===== src/rtl/uart_rxt_pkg.sv =====
package uart_rxt_pkg;

  typedef struct packed {
    logic       ovr;
    logic       brk;
    logic       par_err;
    logic       frm_err;
    logic [7:0] chr;
  } rx_entry_t;

  typedef enum logic [2:0] {
    ST_IDLE,
    ST_START,
    ST_DATA,
    ST_PAR,
    ST_STOP1,
    ST_STOP2,
    ST_HOLD
  } rx_state_t;

  localparam int STAT_EMPTY_BIT = 4;
  localparam int STAT_FULL_BIT  = 6;
  localparam int ENTRY_W        = $bits(rx_entry_t);

endpackage


===== src/rtl/uart_rxt_sync.sv =====
module uart_rxt_sync #(
  parameter int STAGES = 2
) (
  input  logic clk,
  input  logic rst_n,
  input  logic d_in,
  output logic d_out
);
  logic [STAGES-1:0] chain;

  always_ff @(posedge clk or negedge rst_n) begin
    if (!rst_n) chain <= '1;
    else        chain <= {chain[STAGES-2:0], d_in};
  end

  assign d_out = chain[STAGES-1];
endmodule


===== src/rtl/uart_rxt_deframer.sv =====
module uart_rxt_deframer
  import uart_rxt_pkg::*;
(
  input  logic      clk,
  input  logic      rst_n,
  input  logic      os_tick,
  input  logic      rx_in,
  input  logic      active,
  input  logic [7:0] lcr,
  output logic      push,
  output rx_entry_t push_word
);
  rx_state_t  state;
  logic [3:0] tcnt;
  logic [2:0] bidx;
  logic [7:0] shreg;
  logic       par_acc;
  logic       par_bit;
  logic       all_zero;

  logic [2:0] last_idx;
  logic       pen, even_sel, two_stop, mid, pe_calc;

  assign last_idx = 3'(lcr[6:5]) + 3'd4;
  assign pen      = lcr[1];
  assign even_sel = lcr[2];
  assign two_stop = lcr[3];
  assign mid      = os_tick && (tcnt == 4'd15);
  assign pe_calc  = pen && (even_sel ? (par_acc ^ par_bit) : ~(par_acc ^ par_bit));

  always_ff @(posedge clk or negedge rst_n) begin
    if (!rst_n) begin
      state     <= ST_IDLE;
      tcnt      <= '0;
      bidx      <= '0;
      shreg     <= '0;
      par_acc   <= 1'b0;
      par_bit   <= 1'b0;
      all_zero  <= 1'b0;
      push      <= 1'b0;
      push_word <= '0;
    end else begin
      push <= 1'b0;
      if (!active) begin
        state <= ST_IDLE;
      end else begin
        case (state)
          ST_IDLE: begin
            if (os_tick && !rx_in) begin
              state <= ST_START;
              tcnt  <= '0;
            end
          end
          ST_START: begin
            if (os_tick) begin
              if (tcnt == 4'd7) begin
                if (rx_in) begin
                  state <= ST_IDLE;
                end else begin
                  state    <= ST_DATA;
                  tcnt     <= '0;
                  bidx     <= '0;
                  shreg    <= '0;
                  par_acc  <= 1'b0;
                  par_bit  <= 1'b0;
                  all_zero <= 1'b1;
                end
              end else begin
                tcnt <= tcnt + 4'd1;
              end
            end
          end
          ST_DATA: begin
            if (os_tick) tcnt <= tcnt + 4'd1;
            if (mid) begin
              shreg[bidx] <= rx_in;
              par_acc     <= par_acc ^ rx_in;
              if (rx_in) all_zero <= 1'b0;
              if (bidx == last_idx) state <= pen ? ST_PAR : ST_STOP1;
              else                  bidx  <= bidx + 3'd1;
            end
          end
          ST_PAR: begin
            if (os_tick) tcnt <= tcnt + 4'd1;
            if (mid) begin
              par_bit <= rx_in;
              if (rx_in) all_zero <= 1'b0;
              state <= ST_STOP1;
            end
          end
          ST_STOP1: begin
            if (os_tick) tcnt <= tcnt + 4'd1;
            if (mid) begin
              if (!rx_in) begin
                push              <= 1'b1;
                push_word.ovr     <= 1'b0;
                push_word.brk     <= all_zero;
                push_word.par_err <= all_zero ? 1'b0 : pe_calc;
                push_word.frm_err <= 1'b1;
                push_word.chr     <= shreg;
                state             <= ST_HOLD;
              end else if (two_stop) begin
                state <= ST_STOP2;
              end else begin
                push              <= 1'b1;
                push_word.ovr     <= 1'b0;
                push_word.brk     <= 1'b0;
                push_word.par_err <= pe_calc;
                push_word.frm_err <= 1'b0;
                push_word.chr     <= shreg;
                state             <= ST_IDLE;
              end
            end
          end
          ST_STOP2: begin
            if (os_tick) tcnt <= tcnt + 4'd1;
            if (mid) begin
              push              <= 1'b1;
              push_word.ovr     <= 1'b0;
              push_word.brk     <= 1'b0;
              push_word.par_err <= pe_calc;
              push_word.frm_err <= ~rx_in;
              push_word.chr     <= shreg;
              state             <= rx_in ? ST_IDLE : ST_HOLD;
            end
          end
          ST_HOLD: begin
            if (rx_in) state <= ST_IDLE;
          end
          default: state <= ST_IDLE;
        endcase
      end
    end
  end

  // a break entry always carries character zero and the framing tag
  a_r5_break_zero: assert property (@(posedge clk) disable iff (!rst_n)
    push && push_word.brk |-> (push_word.chr == 8'h00) && push_word.frm_err);

  // when reception is off the machine returns to idle and stores nothing
  a_r10_idle_when_off: assert property (@(posedge clk) disable iff (!rst_n)
    !active |=> (state == ST_IDLE) && !push);

  // a rejected start produces no store on the following cycle
  a_r6_glitch_no_push: assert property (@(posedge clk) disable iff (!rst_n)
    (state == ST_START) && os_tick && (tcnt == 4'd7) && rx_in |=> !push);

  // without a parity or stop step a store never fires from the data phase
  a_r4_push_after_stop: assert property (@(posedge clk) disable iff (!rst_n)
    push |-> ($past(state) == ST_STOP1) || ($past(state) == ST_STOP2));
endmodule


===== src/rtl/uart_rxt_fifo.sv =====
module uart_rxt_fifo
  import uart_rxt_pkg::*;
#(
  parameter int DEPTH = 16
) (
  input  logic      clk,
  input  logic      rst_n,
  input  logic      fifo_en,
  input  logic      wr_en,
  input  rx_entry_t wr_word,
  input  logic      rd_ready,
  output logic      rd_valid,
  output rx_entry_t rd_word,
  output logic      empty,
  output logic      full
);
  localparam int PTR_W = (DEPTH > 1) ? $clog2(DEPTH) : 1;
  localparam int CNT_W = $clog2(DEPTH + 1);

  rx_entry_t        mem [DEPTH];
  logic [PTR_W-1:0] wr_ptr, rd_ptr, last_ptr;
  logic [CNT_W-1:0] count, limit;
  logic             do_push, do_pop, do_mark;

  assign limit    = fifo_en ? CNT_W'(DEPTH) : CNT_W'(1);
  assign full     = (count >= limit);
  assign empty    = (count == '0);
  assign rd_valid = !empty;
  assign rd_word  = mem[rd_ptr];
  assign do_push  = wr_en && !full;
  assign do_mark  = wr_en && full && !empty;
  assign do_pop   = rd_valid && rd_ready;
  assign last_ptr = wr_ptr - PTR_W'(1);

  always_ff @(posedge clk or negedge rst_n) begin
    if (!rst_n) begin
      wr_ptr <= '0;
      rd_ptr <= '0;
      count  <= '0;
    end else begin
      if (do_push) wr_ptr <= (wr_ptr == PTR_W'(DEPTH - 1)) ? '0 : wr_ptr + PTR_W'(1);
      if (do_pop)  rd_ptr <= (rd_ptr == PTR_W'(DEPTH - 1)) ? '0 : rd_ptr + PTR_W'(1);
      case ({do_push, do_pop})
        2'b10:   count <= count + CNT_W'(1);
        2'b01:   count <= count - CNT_W'(1);
        default: count <= count;
      endcase
    end
  end

  always_ff @(posedge clk) begin
    if (do_push)      mem[wr_ptr]     <= wr_word;
    else if (do_mark) mem[last_ptr].ovr <= 1'b1;
  end

  // occupancy never exceeds the configured depth
  a_r7_no_overflow: assert property (@(posedge clk) disable iff (!rst_n)
    count <= CNT_W'(DEPTH));

  // a store into a full queue leaves the occupancy unchanged
  a_r8_drop_when_full: assert property (@(posedge clk) disable iff (!rst_n)
    wr_en && full && !do_pop |=> count == $past(count));

  // in single-entry mode at most one entry is held after a store
  a_r9_single_entry: assert property (@(posedge clk) disable iff (!rst_n)
    !fifo_en && $past(!fifo_en) && (count <= CNT_W'(1)) |=> (count <= CNT_W'(1)) || fifo_en);

  // a stalled head keeps its character and non-overrun tags
  a_r11_hold_head: assert property (@(posedge clk) disable iff (!rst_n)
    rd_valid && !rd_ready |=> rd_valid && $stable(rd_word.chr) && $stable(rd_word.frm_err)
                                && $stable(rd_word.par_err) && $stable(rd_word.brk));
endmodule


===== src/rtl/uart_rxt_top.sv =====
module uart_rxt_top
  import uart_rxt_pkg::*;
#(
  parameter int DEPTH       = 16,
  parameter int SYNC_STAGES = 2
) (
  input  logic        clk,
  input  logic        rst_n,
  input  logic        os_tick,
  input  logic        rxd,
  input  logic [7:0]  line_ctrl,
  input  logic        uart_en,
  input  logic        rx_en,
  output logic        rd_valid,
  input  logic        rd_ready,
  output logic [11:0] rd_data,
  output logic [7:0]  rx_status
);
  logic      rx_s, active, push, q_empty, q_full;
  rx_entry_t push_word, head;

  assign active = uart_en && rx_en;

  uart_rxt_sync #(.STAGES(SYNC_STAGES)) i_sync (
    .clk(clk), .rst_n(rst_n), .d_in(rxd), .d_out(rx_s)
  );

  uart_rxt_deframer i_deframer (
    .clk(clk), .rst_n(rst_n), .os_tick(os_tick), .rx_in(rx_s),
    .active(active), .lcr(line_ctrl), .push(push), .push_word(push_word)
  );

  uart_rxt_fifo #(.DEPTH(DEPTH)) i_fifo (
    .clk(clk), .rst_n(rst_n), .fifo_en(line_ctrl[4]),
    .wr_en(push), .wr_word(push_word),
    .rd_ready(rd_ready), .rd_valid(rd_valid), .rd_word(head),
    .empty(q_empty), .full(q_full)
  );

  assign rd_data = head;

  always_comb begin
    rx_status                 = '0;
    rx_status[STAT_EMPTY_BIT] = q_empty;
    rx_status[STAT_FULL_BIT]  = q_full;
  end

  // a valid head and the empty flag never coexist
  a_r7_valid_not_empty: assert property (@(posedge clk) disable iff (!rst_n)
    rd_valid |-> !rx_status[STAT_EMPTY_BIT]);
endmodule


===== config.mk =====
export PLATFORM = sky130hd
export DESIGN_NAME = uart_rxt_top
export DESIGN_NICKNAME = d
export VERILOG_FILES = /design/src/rtl/uart_rxt_pkg.sv /design/src/rtl/uart_rxt_sync.sv /design/src/rtl/uart_rxt_deframer.sv /design/src/rtl/uart_rxt_fifo.sv /design/src/rtl/uart_rxt_top.sv
export SDC_FILE = /design/constraint.sdc
export NUM_CORES = 1
export LEC_CHECK = 0
export BUFFER_PORTS_ARGS = -buffer_cell sky130_fd_sc_hd__buf_2
export CORE_MARGIN = 3
export CORE_UTILIZATION = 55
export CTS_BUF_LIST = sky130_fd_sc_hd__clkbuf_8
export DETAILED_ROUTE_END_ITERATION = 16
export GPL_TIMING_DRIVEN = 0
export PLACE_DENSITY = 0.82
export SKIP_CTS_REPAIR_TIMING = 1
export SYNTH_ARGS = -nofsm -noshare
export SYNTH_HDL_FRONTEND = slang
export SYNTH_SLANG_ARGS = --single-unit

===== constraint.sdc =====
create_clock -name clk -period 4.07 [get_ports clk]
set_clock_uncertainty 0.2 [all_clocks]
set_input_delay 0 -clock clk [delete_from_list [all_inputs] [get_ports clk]]
set_output_delay 0 -clock clk [all_outputs]
set_load 0.01 [all_outputs]

# --- Word level (Yosys, flattened, before mapping) ---
# Memory sizes are Yosys's and may differ from the RTL's.
# Cells that the tools add are included.
op_classes:
  add_sub_neg: 8
  mul: 0
  div: 0
  n_lt_le_gt_ge: 3
  n_eq_ne: 36
  n_shift: 0
  mux: 74
  bitwise_logic: 4
  n_reduce_logical: 30
ops:
  columns: ["operator", "n"]
  rows:
  - ["12-bit two-way mux", 5]
  - ["3-bit two-way mux", 19]
  - ["3-bit != test (second input constant)", 11]
  - ["4-bit two-way mux", 8]
  - ["8-bit two-way mux", 4]
  - ["12-bit one-hot mux with 2 select lines", 1]
  - ["1-bit two-way mux", 23]
  - ["3-bit one-hot mux with 7 select lines", 1]
  - ["2-bit by 1-bit != test with 1-bit output (second input constant)", 9]
  - ["6-bit AND reduction", 3]
  - ["8-bit one-hot mux with 2 select lines", 1]
  - ["7-bit AND reduction", 2]
  - ["4-bit by 1-bit adder with 4-bit output (second input constant)", 3]
  - ["4-bit equality test (second input constant)", 3]
  - ["4-bit one-hot mux with 3 select lines", 1]
  - ["12-bit OR reduction", 1]
  - ["5-bit one-hot mux with 2 select lines", 1]
  - ["2-bit nonzero test", 5]
  - ["3-bit equality test (second input constant)", 3]
  - ["1-bit logical AND", 9]
  - ["9-bit AND reduction", 1]
  - ["8-bit bitwise mux", 1]
  - ["1-bit one-hot mux with 2 select lines", 4]
  - ["3-bit by 2-bit equality test with 1-bit output (second input constant)", 2]
  - ["27 further kinds", 34]
totals:
  ff_bits: 49
  latchBits: 0
  ram_bits: 192
  rom_bits: 0
  out_inout_bits: 21
  elab_cells: 173
  n_memories: 1
memory_table:
  columns: ["name", "words", "width", "read_ports", "rd_ports_with_merged_regs", "wr", "line_no", "rtl"]
  rows:
  - ["i_fifo.mem", 16, 12, 1, 0, 1, "uart_rxt_fifo.sv:20", "rx_entry_t mem [DEPTH];"]

# --- Depth between registers and ports, before layout ---
logic_depth:
  ltp_word: 9
  ltp_mapped: 15

# --- Cells and area by module ---
# Synthesis repeated with hierarchy kept, for this count alone.
hier_totals:
  cells_unflattened: 727
  hier_area_um2: 10546.4
by_module_without_submodules:
  columns: ["mod", "instances", "cells_each", "area_each_um2"]
  rows:
  - ["uart_rxt_fifo", 1, 520, 8597.0]
  - ["uart_rxt_deframer", 1, 195, 1826.8]
  - ["uart_rxt_top", 1, 10, 70.1]
  - ["uart_rxt_sync", 1, 2, 52.6]

# --- Worst setup path after synthesis ---
# OpenSTA, ideal clock, no wires.
synth_path:
  path_kind: "register to register"
  start: "register i_fifo.count[0]"
  end: "memory i_fifo.mem[0][0] in the netlist's numbering (enable)"
  setup_time_ps: 408
  t_arrival_ps: 2731
  required_time_ps: 3462
  setup_slack_ps: 731
  stages_incl_launch_ff: 9
  n_path_buf: 0
  synth_period_minus_slack_ps: 3339
  cell_sequence: "dfrtp_1 inv_1 ha_1 nor2_1 a31oi_1 nand3_1 inv_2 a31oi_1 nor4_1"
synth_via:
  elab_chain_cells: 8
  word_cells_on_any_way: 15
  classes_between: "order compare: 1; mux: 7; reduce/logical: 7"
synth_rtl:
  columns: ["element", "line_no", "rtl"]
  rows:
  - ["start: declaration", "uart_rxt_fifo.sv:22", "logic [CNT_W-1:0] count, limit;"]
  - ["start signal: assignment", "uart_rxt_fifo.sv:44", "2'b10: count <= count + CNT_W'(1);"]
  - ["start signal: assignment", "uart_rxt_fifo.sv:45", "2'b01: count <= count - CNT_W'(1);"]
  - ["start signal: assignment", "uart_rxt_fifo.sv:46", "default: count <= count;"]
  - ["5-bit >= comparator / 5-bit zero test (equally long branches)", "uart_rxt_fifo.sv:26, uart_rxt_fifo.sv:27", null]
  - ["1-bit logical AND / 1-bit zero test (equally long branches)", "uart_rxt_fifo.sv:31", "assign do_mark = wr_en && full && !empty;"]
  - ["1-bit logical AND", "uart_rxt_fifo.sv:31", null]
  - ["1-bit two-way mux", "uart_rxt_fifo.sv:53", "else if (do_mark) mem[last_ptr].ovr <= 1'b1;"]
  - ["1-bit two-way mux", "uart_rxt_fifo.sv:52", "if (do_push) mem[wr_ptr] <= wr_word;"]
  - ["1-bit two-way mux (not written as such)", "uart_rxt_fifo.sv:53", null]
  - ["12-bit OR reduction (no source line)", null, null]
  - ["4-bit two-way mux (no source line) / 2-bit two-way mux (equally long branches)", null, null]
  - ["end: declaration", "uart_rxt_fifo.sv:20", null]
# Several ways; a longest one is shown, not always the timed one.

# --- Worst setup path after layout ---
layout_path:
  start: "register i_fifo.count[0]"
  end: "register i_fifo.count[4]"
layout_via:
  elab_chain_cells: 5
  word_cells_on_any_way: 12
  classes_between: "add/sub: 2; order compare: 1; eq/ne: 2; mux: 1; reduce/logical: 6"
layout_rtl:
  columns: ["element", "line_no", "rtl"]
  rows:
  - ["5-bit >= comparator *", "uart_rxt_fifo.sv:26", "assign full = (count >= limit);"]
  - ["net i_fifo.full", "uart_rxt_fifo.sv:15", "output logic full"]
  - ["1-bit zero test *", "uart_rxt_fifo.sv:30", "assign do_push = wr_en && !full;"]
  - ["1-bit logical AND *", "uart_rxt_fifo.sv:30", null]
  - ["2-bit by 1-bit equality test with 1-bit output / 2-bit equality test (equally long branches)", "uart_rxt_fifo.sv:43", "case ({do_push, do_pop})"]
  - ["5-bit one-hot mux with 2 select lines / 2-bit nonzero test (equally long branches)", null, null]
# Mark *: on every way through the listed nets, which the timed path passes. The rest lies on a longest branch.
# A chain may end at the register's enable or synchronous reset.

==> flow_metrics.env <==
export IMPL_tritoncts="built"
export IMPL_sw_frac_of_total_pct=29.6
export IMPL_die_y_microns=145
export IMPL_p_switching_mw=1.87
export IMPL_grt_max_degree=49
export IMPL_worstPathRequired_ns=4.29
export IMPL_layoutNonFillerInstCount=1064
export IMPL_grt_pass1_vias=6319
export IMPL_outcome="finished, final reports clean"
export IMPL_synth_top_family_by_area="multiplexers"
export IMPL_path_class="flop to flop"
export IMPL_wl_per_cell_microns=20.6
export IMPL_synth_seq_area_share_pct=65.8
export IMPL_clk_pin_slew_ns=0.06
export IMPL_drcViolationCount=0
export IMPL_fmax_mhz=284
export IMPL_die_area_sq_mm=0.0210
export IMPL_drv_cap=0
export IMPL_final_nets=806
export IMPL_pre_cts_slack_ns=0.487
export IMPL_syn_instance_count=680
export IMPL_p_clk_share_pct=29.8
export IMPL_synth_seq_cells=240
export IMPL_p_seq_share_pct=43.3
export IMPL_synthMuxAreaShare_pct=12.8
export IMPL_htree_levels=2
export IMPL_nFillCells=1300
export IMPL_timing_final_ws_setup_ns=0.545
export IMPL_diodes=0
export IMPL_synth_async_reset_ratio_pct=20.0
export IMPL_synthAdderAreaFrac_pct=1.49
export IMPL_initial_core_util_pct=56.3
export IMPL_area_growth_pct=14.0
export IMPL_synth_cell_types=70
export IMPL_final_max_slew_violation_count=0
export IMPL_core_area_sq_mm=0.0188
export IMPL_drt_total_wl_mm=21.9
export IMPL_synth_xor_xnor_area_share_pct=1.07
export IMPL_synth_edff_count=192
export IMPL_finalCriticalPeriod_ns=3.53
export IMPL_final_common_cell="edfxtp_1"
export IMPL_power_frac_comb_pct=26.9
export IMPL_startpoint_type="flop"
export IMPL_cts_max_path_buffers=3
export IMPL_antenna_found_initial=0
export IMPL_vias=6298
export IMPL_rsz0062_at_grt="no"
export IMPL_hpwl_mm=14.8
export IMPL_portBuffers=27
export IMPL_p_total_mw=6.29
export IMPL_powerDensity_mw_per_mm2=521
export IMPL_drive_gt1_share_pct=25.0
export IMPL_fin_crit_sh_pct=86.6
export IMPL_via_per_inst=5.92
export IMPL_fp_dieW_microns=145
export IMPL_cts_root_buffer="clkbuf_8"
export IMPL_ir_worst_vdd_v=0.000256
export IMPL_synthSimpleGateAreaFrac_pct=8.34
export IMPL_grt_ovfl_total=0
export IMPL_yosys_warnings=0
export IMPL_setup_viol=0
export IMPL_gp_congestion=0.884
export IMPL_syn_area_per_cell_sq_um=15.6
export IMPL_first_pass_iters=5
export IMPL_hold_ws_ns=0.0326
export IMPL_max_slew_margin_pct=20.4
export IMPL_critPathMaxFanout=10
export IMPL_grt_use_total_pct=21.5
export IMPL_layout_common_cells="192 x edfxtp_1, 46 x dfrtp_1, 40 x buf_2"
export IMPL_cts_sinks=240
export IMPL_ys_flop_type="edfxtp_1"
export IMPL_ioPinCount=36
export IMPL_regArea_sq_mm=0.00697
export IMPL_tightest_slew_ns=1.19
export IMPL_fin_util_pct=64.1
export IMPL_post_synth_instance_area_sq_mm=0.0106
export IMPL_grt_pass1_wl_mm=34.5
export IMPL_p_leak_nw=4.22
export IMPL_p_int_mw=4.43
export IMPL_hp_class="input port to async pin"
export IMPL_drt_initial_drc_count=516
export IMPL_insertion_delay_ns=0.54
export IMPL_ant_nets=0
export IMPL_final_hold_viol_count=0
export IMPL_end_kind="flop"
export IMPL_multi_input_area_sq_mm=0.00336
export IMPL_worstPathArrival_ns=3.75
export IMPL_dp_cells=981
export IMPL_synth_compound_area_share_pct=7.34
export IMPL_cts_made_buffers=38
export IMPL_num_rows=50
-- kinds of logic after synthesis --
| logic type | count (synthesis) |
|---|---|
| AND/OR/NAND/NOR | 165 |
| multiplexers | 81 |
| XOR/XNOR | 13 |
| other | 1 |
| adder cells (fa/ha/maj) | 12 |
| flip-flops | 240 |
| AO/OA/AOI/OAI | 109 |
| buffers and inverters | 59 |
-- power by group through the flow --
stage / registers (mW) / logic [mW] / clock network (mW)
finish: 2.72 / 1.69 / 1.88
global route: 2.73 / 1.81 / 2.03
CTS: 2.72 / 1.70 / 1.90
detailed placement: 2.77 / 1.69 / 0
global placement: 2.77 / 1.63 / 0
floorplan: 2.76 / 1.23 / 0
-- final timing paths --
kind                                              from                             endpoint  slack, ns  cells after the start
max in group asynchronous                        rst_n  i_deframer.push_word[1]$_DFFE_PN0P_       2.95                      2
hold / removal                                   rst_n      i_deframer.state[1]$_DFFE_PN0P_       0.03                      2
hold reg to reg              i_sync.chain[0]$_DFF_PN1_            i_sync.chain[1]$_DFF_PN1_       0.16                      0
setup / recovery           i_fifo.count[0]$_DFFE_PN0P_          i_fifo.count[4]$_DFFE_PN0P_       0.54                     15
min in group clk                              rd_ready         i_fifo.rd_ptr[2]$_DFFE_PN0P_       0.16                      4
setup reg to reg           i_fifo.count[0]$_DFFE_PN0P_          i_fifo.count[4]$_DFFE_PN0P_       0.54                     15
-- routing by layer --
| layer | vias to the layer above | GRT usage (%) | wire length [microns] |
|---|---|---|---|
| met3 | 44 | 4.21 | 1400 |
| met5 | - | 0 | 0 |
| met4 | 0 | 6.38 | 493 |
| li1 | 2859 | - | - |
| met2 | 251 | 37.0 | 11300 |
| met1 | 3144 | 27.9 | 8710 |
-- cell type report --
type                            count  share of cell area (%)
Clock inverter                     27                    1.33
Clock buffer                       38                    4.33
Inverter                           13                   0.404
Timing Repair Buffer               54                    3.33
Tap cell                          260                    2.69
Multi-Input combinational cell    386                    27.9
Buffer                             46                    2.35
Sequential cell                   240                    57.7
-- registers in the layout, summed over array words and instances, names as in the netlist --
signal                flops
i_deframer.tcnt           4
i_deframer.push           1
i_deframer.all_zero       1
i_deframer.push_word     11
i_deframer.par_bit        1
i_sync.chain              2
i_deframer.state          3
i_deframer.par_acc        1
i_fifo.rd_ptr             4
i_fifo.wr_ptr             4
i_deframer.shreg          8
i_fifo.count              5
i_deframer.bidx           3
i_fifo.mem              192
-- cells in the mapped netlist, drive strengths merged, types with 3 or more instances --
| library cell | n | share of area [%] |
|---|---|---|
| nand3b | 4 | 0.28 |
| mux2 | 35 | 4.1 |
| and3 | 3 | 0.18 |
| nand2 | 26 | 0.92 |
| nor4 | 5 | 0.30 |
| a21oi | 18 | 0.89 |
| mux2i | 10 | 0.98 |
| nand2b | 8 | 0.47 |
| mux4 | 36 | 7.7 |
| and2 | 11 | 0.65 |
| o21ai | 18 | 0.89 |
| buf | 32 | 2.2 |
| a31oi | 5 | 0.35 |
| nand3 | 14 | 0.66 |
| o22ai | 12 | 0.71 |
| xnor2 | 8 | 0.66 |
| nor2b | 17 | 1.0 |
| a21boi | 3 | 0.21 |
| edfxtp | 192 | 54 |
| dfrtp | 46 | 11 |
| nand4 | 6 | 0.35 |
| ha | 11 | 1.3 |
| o31ai | 6 | 0.43 |
| inv | 13 | 0.46 |
| nor2 | 36 | 1.3 |
| a32oi | 3 | 0.25 |
| xor2 | 5 | 0.41 |
| a21o | 15 | 1.1 |
| a311oi | 5 | 0.47 |
| a221o | 11 | 1.0 |
| nor3b | 4 | 0.38 |
| clkbuf | 14 | 0.51 |
| nor3 | 23 | 1.1 |
-- per-stage QoR --
step	instance area [sq um]	setup TNS [ns]
floorplan	10600	0
global placement	11100	-7.09
detailed placement	11200	0
CTS	11900	0
global route	12100	0
finish	12100	0
-- worst max-delay path: stages (launching register included) --
cell and delay (ns):
dfrtp_1 0.45, inv_1 0.07, ha_1 0.27, nor2_1 0.10, a31oi_1 0.10, buf_4 0.19
nor2b_1 0.10, buf_2 0.18, inv_1 0.15, ha_1 0.32, fa_1 0.49, a21o_1 0.20
a21oi_1 0.21, xor2_1 0.17, nor2_1 0.07, xor2_1 0.15
Power figures use the tool's default switching activity.
